## src/rtl/udpdmx_pkg.sv

```systemverilog
package udpdmx_pkg;
  typedef enum logic [1:0] {
    DST_NONE = 2'd0,
    DST_CFG  = 2'd1,
    DST_USR  = 2'd2
  } dest_e;

  localparam int IP_W   = 32;
  localparam int PORT_W = 16;
  localparam int LEN_W  = 16;
endpackage

```

## src/rtl/udpdmx_peer_table.sv

```systemverilog
module udpdmx_peer_table
  import udpdmx_pkg::*;
#(
  parameter int N  = 2,
  parameter int SW = 1
) (
  input  logic              clk,
  input  logic              rst_n,
  input  logic [IP_W-1:0]   look_ip,
  output logic              hit,
  output logic [SW-1:0]     hit_slot,
  output logic              free_any,
  output logic [SW-1:0]     free_slot,
  input  logic              wr_en,
  input  logic [SW-1:0]     wr_slot,
  input  logic [IP_W-1:0]   wr_ip,
  input  logic [PORT_W-1:0] wr_port,
  input  logic              rel_en,
  input  logic [SW-1:0]     rel_slot,
  input  logic [SW-1:0]     rd_slot,
  output logic              rd_used,
  output logic [IP_W-1:0]   rd_ip,
  output logic [PORT_W-1:0] rd_port
);
  localparam int NP = 1 << SW;

  logic [NP-1:0]             used_all;
  logic [NP-1:0][IP_W-1:0]   ip_all;
  logic [NP-1:0][PORT_W-1:0] port_all;
  logic [NP-1:0]             match;

  for (genvar i = 0; i < NP; i++) begin : g_ent
    if (i < N) begin : g_real
      logic              used_q, used_d;
      logic [IP_W-1:0]   ip_q;
      logic [PORT_W-1:0] port_q;
      logic              wr_me, rel_me;

      always_comb begin
        wr_me  = wr_en && (wr_slot == SW'(i));
        rel_me = rel_en && (rel_slot == SW'(i));
        used_d = used_q;
        if (wr_me)       used_d = 1'b1;
        else if (rel_me) used_d = 1'b0;
      end

      always_ff @(posedge clk or negedge rst_n) begin
        if (!rst_n) begin
          used_q <= 1'b0;
          ip_q   <= '0;
          port_q <= '0;
        end else begin
          used_q <= used_d;
          if (wr_me) begin
            ip_q   <= wr_ip;
            port_q <= wr_port;
          end
        end
      end

      assign used_all[i] = used_q;
      assign ip_all[i]   = ip_q;
      assign port_all[i] = port_q;
      assign match[i]    = used_q && (ip_q == look_ip);
    end else begin : g_pad
      assign used_all[i] = 1'b0;
      assign ip_all[i]   = '0;
      assign port_all[i] = '0;
      assign match[i]    = 1'b0;
    end
  end

  always_comb begin
    hit       = |match;
    hit_slot  = '0;
    free_any  = 1'b0;
    free_slot = '0;
    for (int i = N - 1; i >= 0; i--) begin
      if (match[i]) hit_slot = SW'(i);
      if (!used_all[i]) begin
        free_any  = 1'b1;
        free_slot = SW'(i);
      end
    end
  end

  assign rd_used = used_all[rd_slot];
  assign rd_ip   = ip_all[rd_slot];
  assign rd_port = port_all[rd_slot];
endmodule

```

## src/rtl/udpdmx_classify.sv

```systemverilog
module udpdmx_classify
  import udpdmx_pkg::*;
#(
  parameter int SW         = 1,
  parameter int CFG_PORT_A = 49000,
  parameter int CFG_PORT_B = 49001
) (
  input  logic [PORT_W-1:0] dst_port,
  input  logic              hit,
  input  logic [SW-1:0]     hit_slot,
  input  logic              free_any,
  input  logic [SW-1:0]     free_slot,
  output dest_e             dest,
  output logic [SW-1:0]     slot,
  output logic              learn
);
  logic is_cfg;

  always_comb begin
    is_cfg = (dst_port == PORT_W'(CFG_PORT_A)) || (dst_port == PORT_W'(CFG_PORT_B));
    dest   = DST_NONE;
    slot   = '0;
    learn  = 1'b0;
    if (is_cfg) begin
      if (hit) begin
        dest  = DST_CFG;
        slot  = hit_slot;
        learn = 1'b1;
      end else if (free_any) begin
        dest  = DST_CFG;
        slot  = free_slot;
        learn = 1'b1;
      end
    end else if (hit) begin
      dest = DST_USR;
      slot = hit_slot;
    end
  end
endmodule

```

## src/rtl/udpdmx_len_check.sv

```systemverilog
module udpdmx_len_check
  import udpdmx_pkg::*;
#(
  parameter int KW      = 8,
  parameter int MAX_LEN = 1480
) (
  input  logic             clk,
  input  logic             rst_n,
  input  logic             step,
  input  logic             sop,
  input  logic             eop,
  input  logic [KW-1:0]    keep,
  input  logic [LEN_W-1:0] len_in,
  output logic             err
);
  logic [LEN_W-1:0] acc_q, acc_d, len_q, len_d;
  logic [LEN_W-1:0] base, exp_len, total;

  always_comb begin
    base    = sop ? '0 : acc_q;
    exp_len = sop ? len_in : len_q;
    total   = base + LEN_W'($countones(keep));
    err     = eop && ((total != exp_len) || (exp_len > LEN_W'(MAX_LEN)));
    acc_d   = acc_q;
    len_d   = len_q;
    if (step) begin
      acc_d = total;
      len_d = exp_len;
    end
  end

  always_ff @(posedge clk or negedge rst_n) begin
    if (!rst_n) begin
      acc_q <= '0;
      len_q <= '0;
    end else if (step) begin
      acc_q <= acc_d;
      len_q <= len_d;
    end
  end
endmodule

```

## src/rtl/udp_port_demux.sv

```systemverilog
module udp_port_demux
  import udpdmx_pkg::*;
#(
  parameter int DATA_W     = 64,
  parameter int NUM_PEERS  = 2,
  parameter int CFG_PORT_A = 49000,
  parameter int CFG_PORT_B = 49001,
  parameter int MAX_LEN    = 1480,
  localparam int KW        = DATA_W / 8,
  localparam int SW        = (NUM_PEERS > 1) ? $clog2(NUM_PEERS) : 1
) (
  input  logic              clk,
  input  logic              rst_n,
  input  logic              in_valid,
  output logic              in_ready,
  input  logic [DATA_W-1:0] in_data,
  input  logic [KW-1:0]     in_keep,
  input  logic              in_sop,
  input  logic              in_eop,
  input  logic [31:0]       in_src_ip,
  output logic              cfg_valid,
  input  logic              cfg_ready,
  output logic [DATA_W-1:0] cfg_data,
  output logic [KW-1:0]     cfg_keep,
  output logic              cfg_sop,
  output logic              cfg_eop,
  output logic              cfg_err,
  output logic [SW-1:0]     cfg_slot,
  output logic              usr_valid,
  input  logic              usr_ready,
  output logic [DATA_W-1:0] usr_data,
  output logic [KW-1:0]     usr_keep,
  output logic              usr_sop,
  output logic              usr_eop,
  output logic              usr_err,
  input  logic              rel_valid,
  input  logic [SW-1:0]     rel_slot,
  input  logic [SW-1:0]     rd_slot,
  output logic              rd_used,
  output logic [31:0]       rd_ip,
  output logic [15:0]       rd_port
);
  localparam int SP_LSB = DATA_W - 16;
  localparam int DP_LSB = DATA_W - 32;
  localparam int LN_LSB = DATA_W - 48;

  logic [PORT_W-1:0] hdr_sport, hdr_dport;
  logic [LEN_W-1:0]  hdr_len;
  logic              tb_hit, tb_free;
  logic [SW-1:0]     tb_hit_slot, tb_free_slot;
  dest_e             cls_dest;
  logic [SW-1:0]     cls_slot;
  logic              cls_learn;
  logic              beat_err;

  dest_e             dest_q, dest_d, beat_dest;
  logic [SW-1:0]     slot_q, slot_d, beat_slot;

  logic              hold_v_q, hold_v_d;
  logic [DATA_W-1:0] hold_data_q;
  logic [KW-1:0]     hold_keep_q;
  logic              hold_sop_q, hold_eop_q, hold_err_q;
  dest_e             hold_dest_q;
  logic [SW-1:0]     hold_slot_q;

  logic              accept, drain, learn_en;

  assign hdr_sport = in_data[SP_LSB +: PORT_W];
  assign hdr_dport = in_data[DP_LSB +: PORT_W];
  assign hdr_len   = in_data[LN_LSB +: LEN_W];

  udpdmx_peer_table #(.N(NUM_PEERS), .SW(SW)) u_table (
    .clk       (clk),
    .rst_n     (rst_n),
    .look_ip   (in_src_ip),
    .hit       (tb_hit),
    .hit_slot  (tb_hit_slot),
    .free_any  (tb_free),
    .free_slot (tb_free_slot),
    .wr_en     (learn_en),
    .wr_slot   (cls_slot),
    .wr_ip     (in_src_ip),
    .wr_port   (hdr_sport),
    .rel_en    (rel_valid),
    .rel_slot  (rel_slot),
    .rd_slot   (rd_slot),
    .rd_used   (rd_used),
    .rd_ip     (rd_ip),
    .rd_port   (rd_port)
  );

  udpdmx_classify #(.SW(SW), .CFG_PORT_A(CFG_PORT_A), .CFG_PORT_B(CFG_PORT_B)) u_cls (
    .dst_port  (hdr_dport),
    .hit       (tb_hit),
    .hit_slot  (tb_hit_slot),
    .free_any  (tb_free),
    .free_slot (tb_free_slot),
    .dest      (cls_dest),
    .slot      (cls_slot),
    .learn     (cls_learn)
  );

  udpdmx_len_check #(.KW(KW), .MAX_LEN(MAX_LEN)) u_len (
    .clk    (clk),
    .rst_n  (rst_n),
    .step   (accept),
    .sop    (in_sop),
    .eop    (in_eop),
    .keep   (in_keep),
    .len_in (hdr_len),
    .err    (beat_err)
  );

  // Next-state logic: route latch and single output holding stage.
  always_comb begin
    drain = hold_v_q && ((hold_dest_q == DST_NONE) ||
                         ((hold_dest_q == DST_CFG) && cfg_ready) ||
                         ((hold_dest_q == DST_USR) && usr_ready));
    in_ready  = !hold_v_q || drain;
    accept    = in_valid && in_ready;
    beat_dest = in_sop ? cls_dest : dest_q;
    beat_slot = in_sop ? cls_slot : slot_q;
    learn_en  = accept && in_sop && cls_learn;
    dest_d    = dest_q;
    slot_d    = slot_q;
    if (accept && in_sop) begin
      dest_d = cls_dest;
      slot_d = cls_slot;
    end
    hold_v_d = hold_v_q;
    if (accept)     hold_v_d = 1'b1;
    else if (drain) hold_v_d = 1'b0;
  end

  always_ff @(posedge clk or negedge rst_n) begin
    if (!rst_n) begin
      dest_q <= DST_NONE;
      slot_q <= '0;
    end else if (accept && in_sop) begin
      dest_q <= dest_d;
      slot_q <= slot_d;
    end
  end

  always_ff @(posedge clk or negedge rst_n) begin
    if (!rst_n) begin
      hold_v_q <= 1'b0;
    end else begin
      hold_v_q <= hold_v_d;
    end
  end

  always_ff @(posedge clk or negedge rst_n) begin
    if (!rst_n) begin
      hold_data_q <= '0;
      hold_keep_q <= '0;
      hold_sop_q  <= 1'b0;
      hold_eop_q  <= 1'b0;
      hold_err_q  <= 1'b0;
      hold_dest_q <= DST_NONE;
      hold_slot_q <= '0;
    end else if (accept) begin
      hold_data_q <= in_data;
      hold_keep_q <= in_keep;
      hold_sop_q  <= in_sop;
      hold_eop_q  <= in_eop;
      hold_err_q  <= beat_err;
      hold_dest_q <= beat_dest;
      hold_slot_q <= beat_slot;
    end
  end

  assign cfg_valid = hold_v_q && (hold_dest_q == DST_CFG);
  assign cfg_data  = hold_data_q;
  assign cfg_keep  = hold_keep_q;
  assign cfg_sop   = hold_sop_q;
  assign cfg_eop   = hold_eop_q;
  assign cfg_err   = hold_err_q;
  assign cfg_slot  = hold_slot_q;

  assign usr_valid = hold_v_q && (hold_dest_q == DST_USR);
  assign usr_data  = hold_data_q;
  assign usr_keep  = hold_keep_q;
  assign usr_sop   = hold_sop_q;
  assign usr_eop   = hold_eop_q;
  assign usr_err   = hold_err_q;
endmodule

```

## config.mk

```make
export PLATFORM = sky130hd
export DESIGN_NAME = udp_port_demux
export DESIGN_NICKNAME = d
export VERILOG_FILES = /design/src/rtl/udpdmx_pkg.sv /design/src/rtl/udpdmx_peer_table.sv /design/src/rtl/udpdmx_classify.sv /design/src/rtl/udpdmx_len_check.sv /design/src/rtl/udp_port_demux.sv
export SDC_FILE = /design/constraint.sdc
export NUM_CORES = 1
export LEC_CHECK = 0
export BUFFER_PORTS_ARGS = -buffer_cell sky130_fd_sc_hd__buf_2
export CORE_MARGIN = 3
export CORE_UTILIZATION = 45
export CTS_CLUSTER_DIAMETER = 80
export DETAILED_ROUTE_END_ITERATION = 6
export PLACE_DENSITY = 0.71
export SLEW_MARGIN = 40
export SYNTH_ARGS = -nofsm -noshare
export SYNTH_HDL_FRONTEND = slang
export SYNTH_HIERARCHICAL = 1
export SYNTH_SLANG_ARGS = --single-unit
```

## constraint.sdc

```tcl
create_clock -name clk -period 4.6 [get_ports clk]
set_input_delay 0 -clock clk [delete_from_list [all_inputs] [get_ports clk]]
set_output_delay 0 -clock clk [all_outputs]
set_load 0.005 [all_outputs]
```

## Word level (Yosys, flattened, before mapping)

Index checks and enable logic that the tools add are counted.

| operators by class | value |
|---|---|
| add/subtract/negate cells | 8 |
| $lt $le $gt $ge | 2 |
| eq/ne operators | 7 |
| mux-type cells | 32 |
| bitwise gates (word level) | 2 |
| reduce and logical (&&, ||, !) cells | 26 |

Operators by type and width:

| cell | number |
|---|---|
| $add A16 B16 Y16 | 4 |
| $eq A32 B32 Y1 | 2 |
| $mux W16 | 4 |
| $mux W32 | 2 |
| $eq A16 B16 Y1 const B | 2 |
| $mux W1 | 22 |
| $gt A16 B11 Y1 const B | 1 |
| $ne A16 B16 Y1 | 1 |
| $logic_and A1 B1 Y1 | 15 |
| $add A1 B1 Y2 | 4 |
| $mux W2 | 4 |
| $reduce_bool A2 Y1 | 3 |
| $logic_or A1 B1 Y1 | 5 |
| $eq A2 B1 Y1 const B | 1 |
| $eq A2 B2 Y1 const B | 1 |
| $logic_not A2 Y1 | 1 |
| $lt A1 B2 Y1 const B | 1 |
| $not A1 Y1 | 2 |
| $reduce_or A2 Y1 | 1 |
| $logic_not A1 Y1 | 1 |

| storage, ports and cells | value |
|---|---|
| register bits after elaboration | 212 |
| input bits | 114 |
| output and inout port bits | 203 |

## Longest topological paths before layout

Gate-level depths: netlist of the first run.

| depth | value |
|---|---|
| word-level depth | 11 |
| depth in mapped cells | 15 |

## Modules after synthesis

Netlist of the first run, hierarchy kept.

Modules (own cells, without submodules):

| module | times used | cells an instance | area each (µm²) | sequential area each (µm²) |
|---|---|---|---|---|
| udpdmx_peer_table | 1 | 357 | 4918.5 | 2452.4 |
| udp_port_demux | 1 | 266 | 3724.8 | 2052.0 |
| udpdmx_len_check | 1 | 260 | 2459.9 | 800.8 |
| udpdmx_classify | 1 | 11 | 116.4 | 0.0 |

## Worst setup path after synthesis of the first run

No wires, ideal clock.

| timing | value |
|---|---|
| path type | in2reg |
| start | input port in_keep[0] |
| end | register hold_err_q (netlist: cfg_err) |
| setup time | 0.125 ns |
| arrival time | 3.751 ns |
| path slack | 0.724 ns |
| stages on the path | 14 |
| path buffers | 0 |
| cells stage by stage | fa_1 -> inv_1 -> fa_1 -> fa_1 -> inv_1 -> fa_1 -> fa_1 -> xor2_1 -> or4_1 -> o32ai_1 -> nand4_1 -> a211oi_1 -> a41oi_1 -> mux2_2 |

| on the way | value |
|---|---|
| cells in the longest elaborated chain, start to end | 7 |

RTL lines:

| what | RTL line | source |
|---|---|---|
| start, declared | udp_port_demux.sv:17 | `input logic [KW-1:0] in_keep,` |
| $add A1 B1 Y2 (implied by the code) | udpdmx_len_check.sv:22 | `total = base + LEN_W'($countones(keep));` |
| $add A16 B16 Y16 (implied by the code) (2 in a row) | udpdmx_len_check.sv:22 |  |
| $add A16 B16 Y16 | udpdmx_len_check.sv:22 |  |
| net u_len.acc_d[1] | udpdmx_len_check.sv:16 | `logic [LEN_W-1:0] acc_q, acc_d, len_q, len_d;` |
| $ne A16 B16 Y1 | udpdmx_len_check.sv:23 | `err = eop && ((total != exp_len) \|\| (exp_len > LEN_W'(MAX_LEN)));` |
| $logic_or A1 B1 Y1 | udpdmx_len_check.sv:23 |  |
| $logic_and A1 B1 Y1 | udpdmx_len_check.sv:23 |  |
| net beat_err | udp_port_demux.sv:54 | `logic beat_err;` |
| end signal, assigned | udp_port_demux.sv:167 | `hold_err_q <= beat_err;` |
| end, declared | udp_port_demux.sv:62 | `logic hold_sop_q, hold_eop_q, hold_err_q;` |

The timed path passes the listed nets, and every way through them passes these cells.
A chain may end at the register's enable or synchronous reset.

## Final worst setup path of the first run

Ends and elaborated chain as after synthesis.

==> results by group, run 1 <==
Outcome
  • Status: completed

Floorplan
  • Initial Util: 46.00%
  • Die Wd: 163.9 um
  • Num rows: 57
  • CORE AREA: 24390 um2
  • Die Y: 163.9 um
  • Die area: 26860 um2
  • I/O pins: 317

Worst setup path
  • Critical path data required time: 5.01 ns
  • Crit. path cell count: 16
  • Critical Path Start: in_keep[0]
  • Crit path to: cfg_err
  • FF-to-FF End: cfg_err
  • Element type at the critical path start: input pin
  • Buffers & Inverters on Critical Path: 4
  • Crit Path Category: input pin to flop
  • Worst Setup End Kind: flop
  • CP arrival: 4.65 ns
  • Delay-heaviest family, CP: adder cells
  • Register-to-Register Path Depth: 13
  • CP max FO: 3
  • R2R setup slack: 0.68 ns
  • Worst path max stage delay: 0.54 ns
  • Most used cell, CP: fa_1
  • Worst path slowest cell: fa_1
  • Critical-path cell list: dlygate4sd3_1, buf_2, fa_1, inv_1, fa_1, fa_1, inv_1, fa_1, fa_1, xor2_1, or4_1, o32ai_1, nand4_1, a211oi_1, a41oi_1, mux2_2
  • RR Startpoint: u_len/acc_q[0]

STA
  • Slew HR: 50.26%
  • Final Critical Period: 4.248 ns
  • Final Max Tran Viols: 0
  • Post-route setup TNS: 0 ns
  • Clock skew: 0.01007 ns
  • Endpoints failing setup: 0
  • Worst Tran Pin Value: 0.7461 ns
  • Hold Violations, Final: 0
  • Worst hold margin: 0.05191 ns
  • Achievable frequency: 235.4 MHz
  • Final period util: 92.34%
  • RSZ-0062 raised after global routing: false

Detailed routing
  • Met1 Wirelength: 11340 um
  • Final wirelength: 27760 um
  • DRC Markers: 0
  • Met2 routed WL: 14000 um
  • Drt first pass iters: 5
  • Vias per inst: 5.060
  • Vias: 8030
  • Initial drt markers: 279
  • Wire per inst: 17.49 um
  • DR top layer: met4
  • Routed wl met3: 1784 um
  • Antenna Nets Post-Route: 0

Clocking
  • H-tree levels: 1
  • CTS tree: yes
  • Clock Path Buffers: 3
  • Clk_lat worst skew: 0.53 ns
  • CTS Buf Count: 25
  • Clock root cell: clkbuf_16
  • Clk sinks: 212
  • Worst-path clk slew: 0.06 ns

Placement
  • HPWL Detailed: 18770 um
  • Dpl cells: 1430
  • Port bufs: 316
  • Routability cong.: 0.8699

Yosys
  • FFs w/ async S/R, synth: 100.0%
  • Area share of the largest cell type after synthesis: 47.28%
  • Syn avg cell area: 12.55 um2
  • Number of flops mapped to enable cells by yosys: 0
  • Seq/Total Area, Yosys: 47.28%
  • Cell Area, Synth: 11220 um2
  • Cells after synthesis: 894
  • Syn nets: 1019
  • Distinct cells, synth: 69
  • Synth warnings: 6
  • Largest cells by area after synthesis: dfrtp_1, mux2_2, buf_4
  • Ys flop type: dfrtp_1
  • Yosys reg bits: 212
  • Synth cell count leaders: mux2_2, dfrtp_1, buf_4, xnor2_1, xor2_1
  • Area leader, netlist: dfrtp_1
  • Most common cell in the netlist: mux2_2

Final layout
  • Fin util: 59.35%
  • Layout cells sized above 1: 49.01%
  • Fin nets: 1371
  • Non-filler cells in the finished layout: 1587
  • Ant diodes: 0
  • Area delta synth->final: 29.02%

GRT
  • First-pass GRT wire length: 43470 um
  • Global Route Usage Sum: 20.05%
  • Number of global-route vias before repair: 8253
  • Initial antenna violation count: 0
  • Largest net degree at the start of global routing: 130
  • Gr ovfl total: 0

Power and ir drop
  • Total Power: 0.006543 W
  • Pwr Density: 452.0 nW/um2
  • Leakage: 7.159 nW
  • Worst VDD drop: 0.2963 mV

Worst hold path
  • HP Class: input pin to async pin

Job
  • Max-cap violations: 0
## layer usage
metal  up-vias  track usage, %
met4         0           5.152
met2       242           35.21
li1       3808               -
met1      3946           25.07
met5         -               0
met3        34           4.489
## worst min-delay path by stage
stage / from / cells after the start / to
after floorplan: rst_n / 0 / cfg_data[0]
after global placement: rst_n / 1 / u_len/len_q[11]
after detailed placement: rst_n / 1 / u_len/len_q[11]
after CTS: cfg_ready / 4 / hold_v_q
after global routing: cfg_ready / 4 / hold_v_q
final: rst_n / 2 / cfg_data[26]
## kinds of logic after synthesis
logic type | Yosys count | share of synthesized area (%)
xor gates and xnor gates | 88 | 6.992
AOI/OAI and AO/OA | 74 | 4.528
DFF | 212 | 47.28
muxes | 251 | 25.29
buffers and inverters | 137 | 7.684
adders and majority gates | 11 | 1.561
and+or+nand+nor | 121 | 6.658
## cells in the final DEF, fill, tap and decap left out, types with 6 or more instances in the layout
cell type and n:
nand4_1 13, xnor2_1 50, xor2_1 37, nor2_1 17, nor2b_1 8, clkbuf_1 7, dlygate4sd3_1 113, buf_2 315
mux2i_1 9, a21oi_1 17, buf_4 8, nand3_1 6, nand2_1 27, o22ai_1 10, mux2_4 6, inv_1 22
o21ai_0 7, mux2_2 235, ha_1 6, dfrtp_1 212, clkbuf_16 25, nor4_1 10, nor3_1 6, nor3b_1 6
## stage by stage
stage                     cell area [um2]  worst slack, ns
final                               14480           0.3522
after global routing                14480           0.1974
after CTS                           14480           0.3615
after detailed placement            12540           0.3691
after global placement              12540           0.4028
after floorplan                     11220           0.7239
## area by class of cell
| cell class | instances | area, um2 |
|---|---|---|
| Clock buffer | 37 | 720.7 |
| Clock inverter | 7 | 81.33 |
| Fill cell | 2008 | 9916 |
| Inverter | 24 | 90.09 |
| Multi-Input combinational cell | 545 | 5070 |
| Sequential cell | 212 | 5305 |
| Tap cell | 324 | 405.4 |
| Timing Repair Buffer | 438 | 2803 |
## flip-flops by register name (all words and copies together), names as in the netlist
name / cells
cfg_slot: 1
cfg_sop: 1
cfg_data: 64
u_table/g_ent.g_real.port_q: 32
cfg_err: 1
u_len/len_q: 16
hold_dest_q: 2
hold_v_q: 1
cfg_eop: 1
u_table/g_ent.g_real.ip_q: 64
dest_q: 2
u_table/g_ent.g_real.used_q: 2
u_len/acc_q: 16
slot_q: 1
cfg_keep: 8
## repair_timing
action,4_1_cts,5_1_grt
setup buffers,0,0
hold endpoints to repair,276,0
gates resized for setup,0,0
hold buffers,113,0
## where the power goes
group | internal, W | total, W | switching (W)
registers | 0.00226 | 0.00264 | 0.000382
clock network | 0.00114 | 0.00192 | 0.000773
logic | 0.00109 | 0.00198 | 0.000896
No activity file was read; power rests on OpenSTA's default activity.
==> run 2, diff against run 1 <==
==> constraint.sdc (replaced) <==
create_clock -name clk -period 4.18 [get_ports clk]
set_input_delay 0 -clock clk [delete_from_list [all_inputs] [get_ports clk]]
set_output_delay 0 -clock clk [all_outputs]
set_load 0.005 [all_outputs]
==> run 2 against run 1 <==
  * Critical path depth fell by 3
  * Sequential share of layout area fell by 0.47 points
  * Worst hold slack got worse by 0.039 ns
  * Cell area rose by 1.3%
  * Sequential cell count did not move
  * Worst setup slack got worse by 0.060 ns
  * Wire length rose by 2.0%
  * Combinational power rose by 12%
  * Global-route usage rose by 0.53 points
  * Non-clock buffer count rose by 1
  * First-iteration DRC count rose by 40%
  * Count of clock-buffer cells in the layout fell by 4
==> results by group, run 2 (synthesis results as in run 1) <==
Worst hold path
  • HP Class: input pin to async pin (unchanged)

STA
  • Final Critical Period: 3.888 ns
  • Worst Tran Pin Value: 0.7141 ns (was 0.7461 ns)
  • Final Max Tran Viols: 0 (unchanged)
  • Slew HR: 52.39% (was 50.26%)
  • Final period util: 93.02%
  • RSZ-0062 raised after global routing: false (unchanged)
  • Clock skew: 0.01065 ns (was 0.01007 ns)
  • Worst setup margin: 0.2920 ns (was 0.3522 ns)
  • Hold Violations, Final: 0 (unchanged)
  • Post-route setup TNS: 0 ns (unchanged)
  • Endpoints failing setup: 0 (unchanged)
  • Achievable frequency: 257.2 MHz

Power and ir drop
  • Worst VDD drop: 0.3204 mV (was 0.2963 mV)
  • Pwr Density: 510.2 nW/um2 (was 452.0 nW/um2)
  • Leakage: 7.247 nW (was 7.159 nW)
  • Total Power: 0.007482 W (was 0.006543 W)

GRT
  • Global Route Usage Sum: 20.58% (was 20.05%)
  • Gr ovfl total: 0 (unchanged)
  • Largest net degree at the start of global routing: 110 (was 130)
  • Number of global-route vias before repair: 8319 (was 8253)
  • Initial antenna violation count: 0 (unchanged)
  • First-pass GRT wire length: 44680 um (was 43470 um)

Floorplan
  • CORE AREA: 24390 um2 (unchanged)
  • Die Wd: 163.9 um (unchanged)
  • Die area: 26860 um2 (unchanged)
  • Num rows: 57 (unchanged)
  • Die Y: 163.9 um (unchanged)
  • I/O pins: 317 (unchanged)
  • Initial Util: 46.00% (unchanged)

Clocking
  • H-tree levels: 1 (unchanged)
  • Clock Path Buffers: 3 (unchanged)
  • Clk_lat worst skew: 0.53 ns (about the same)
  • Clock root cell: clkbuf_16 (unchanged)
  • Clk sinks: 212 (unchanged)
  • CTS tree: yes (unchanged)
  • Worst-path clk slew: 0.06 ns (about the same)
  • CTS Buf Count: 25 (unchanged)
  • Buffer count from post-CTS setup fixing: 0 (unchanged)

Worst setup path
  • Critical Path Start: u_len/acc_q[0] (was in_keep[0])
  • CP max FO: 3 (unchanged)
  • Crit path to: cfg_err (unchanged)
  • Crit Path Category: flop to flop (was input pin to flop)
  • Register-to-Register Path Depth: 13 (unchanged)
  • FF-to-FF End: cfg_err (unchanged)
  • Worst Setup End Kind: flop (unchanged)
  • R2R setup slack: 0.29 ns (was 0.68 ns)
  • Element type at the critical path start: flop (was input pin)
  • Critical path data required time: 4.59 ns (was 5.01 ns)
  • CP arrival: 4.30 ns (was 4.65 ns)
  • RR Startpoint: u_len/acc_q[0] (unchanged)

Placement
  • Post-DP Area: 12620 um2 (was 12540 um2)
  • HPWL Detailed: 18940 um (was 18770 um)
  • Routability cong.: 0.8742 (was 0.8699)
  • Port bufs: 316 (unchanged)
  • Pre-CTS setup slack: -0.06814 ns (was 0.3691 ns)

Detailed routing
  • DRC Markers: 0 (unchanged)
  • Wire per inst: 17.84 um (was 17.49 um)
  • Final wirelength: 28320 um (was 27760 um)
  • Antenna Nets Post-Route: 0 (unchanged)
  • Vias: 8083 (was 8030)
  • Drt first pass iters: 4 (was 5)
  • Vias per inst: 5.093 (was 5.060)
  • Initial drt markers: 390 (was 279)

Final layout
  • Area delta synth->final: 30.69% (was 29.02%)
  • Fin util: 60.12% (was 59.35%)
  • Leading cell types in the layout, fill and taps excluded: buf_2, mux2_2, dfrtp_1 (unchanged)
  • Ant diodes: 0 (unchanged)
  • Layout cells sized above 1: 49.72% (was 49.01%)
  • Most common cell after layout, fill and taps aside: buf_2 (unchanged)
  • Final instance area: 14660 um2 (was 14480 um2)
  • Fin nets: 1372 (was 1371)

Outcome
  • Status: completed (unchanged)

Job
  • Max-cap violations: 0 (unchanged)
[run 2: layout make-up]
| cell class | count | area [um2] |
|---|---|---|
| flip-flops and latches | 212 | 5305 |
| repair buffers | 439 | 2880 |
| multi-input cells | 545 | 5077 |
| fillers | 1987 | 9728 |
| clock inverters | 10 | 168.9 |
| clock buffers | 33 | 735.7 |
| inverters | 24 | 90.09 |
| well taps | 324 | 405.4 |
[run 2: repair_timing]
item | CTS | global route
gates resized for setup | 0 | 2
hold buffers | 113 | 0
setup endpoints to repair | 0 | 1
hold endpoints to repair | 405 | 0
[run 2: worst min-delay path by stage]
stage	start	end	slack (ns)	cells past startpoint
6_report	rst_n	u_len/len_q[3]	0.01	2
5_1_grt	rst_n	u_len/len_q[14]	0.04	2
4_1_cts	rst_n	cfg_data[19]	0.01	2
3_5_place_dp	rst_n	cfg_data[30]	-0.02	1
3_3_place_gp	rst_n	u_len/len_q[13]	0.20	1
2_1_floorplan	rst_n	cfg_data[0]	-0.30	0
[run 2: per-stage QoR]
| step | hold slack [ns] | cells |
|---|---|---|
| after floorplan | -0.2956 | 894 |
| after global placement | 0.1981 | 1430 |
| after detailed placement | -0.02170 | 1431 |
| after CTS | 0.01257 | 1587 |
| after global routing | 0.04183 | 1587 |
| final | 0.01264 | 1587 |
[run 2: routing by layer]
metal	share of wire, %	GRT usage, %
met4	3.0	6.382
met5	0	0
met2	50	35.43
met1	41	26.28
met3	5.8	4.010
[run 2: power by group]
part           internal, W  switching, W
Clock              0.00148      0.000867
Combinational      0.00121       0.00101
Sequential         0.00249      0.000428
Total              0.00518       0.00230
[run 2: worst max-delay path, cell delays in order (launching register included)]
cell and delay, ns:
dfrtp_1 0.37, nand2_1 0.08, fa_1 0.45, fa_1 0.50
inv_1 0.05, fa_1 0.41, fa_2 0.59, xor2_1 0.08
or4_1 0.39, o32ai_1 0.14, nand4_1 0.15, a211oi_2 0.16
a41oi_1 0.13, mux2_2 0.28
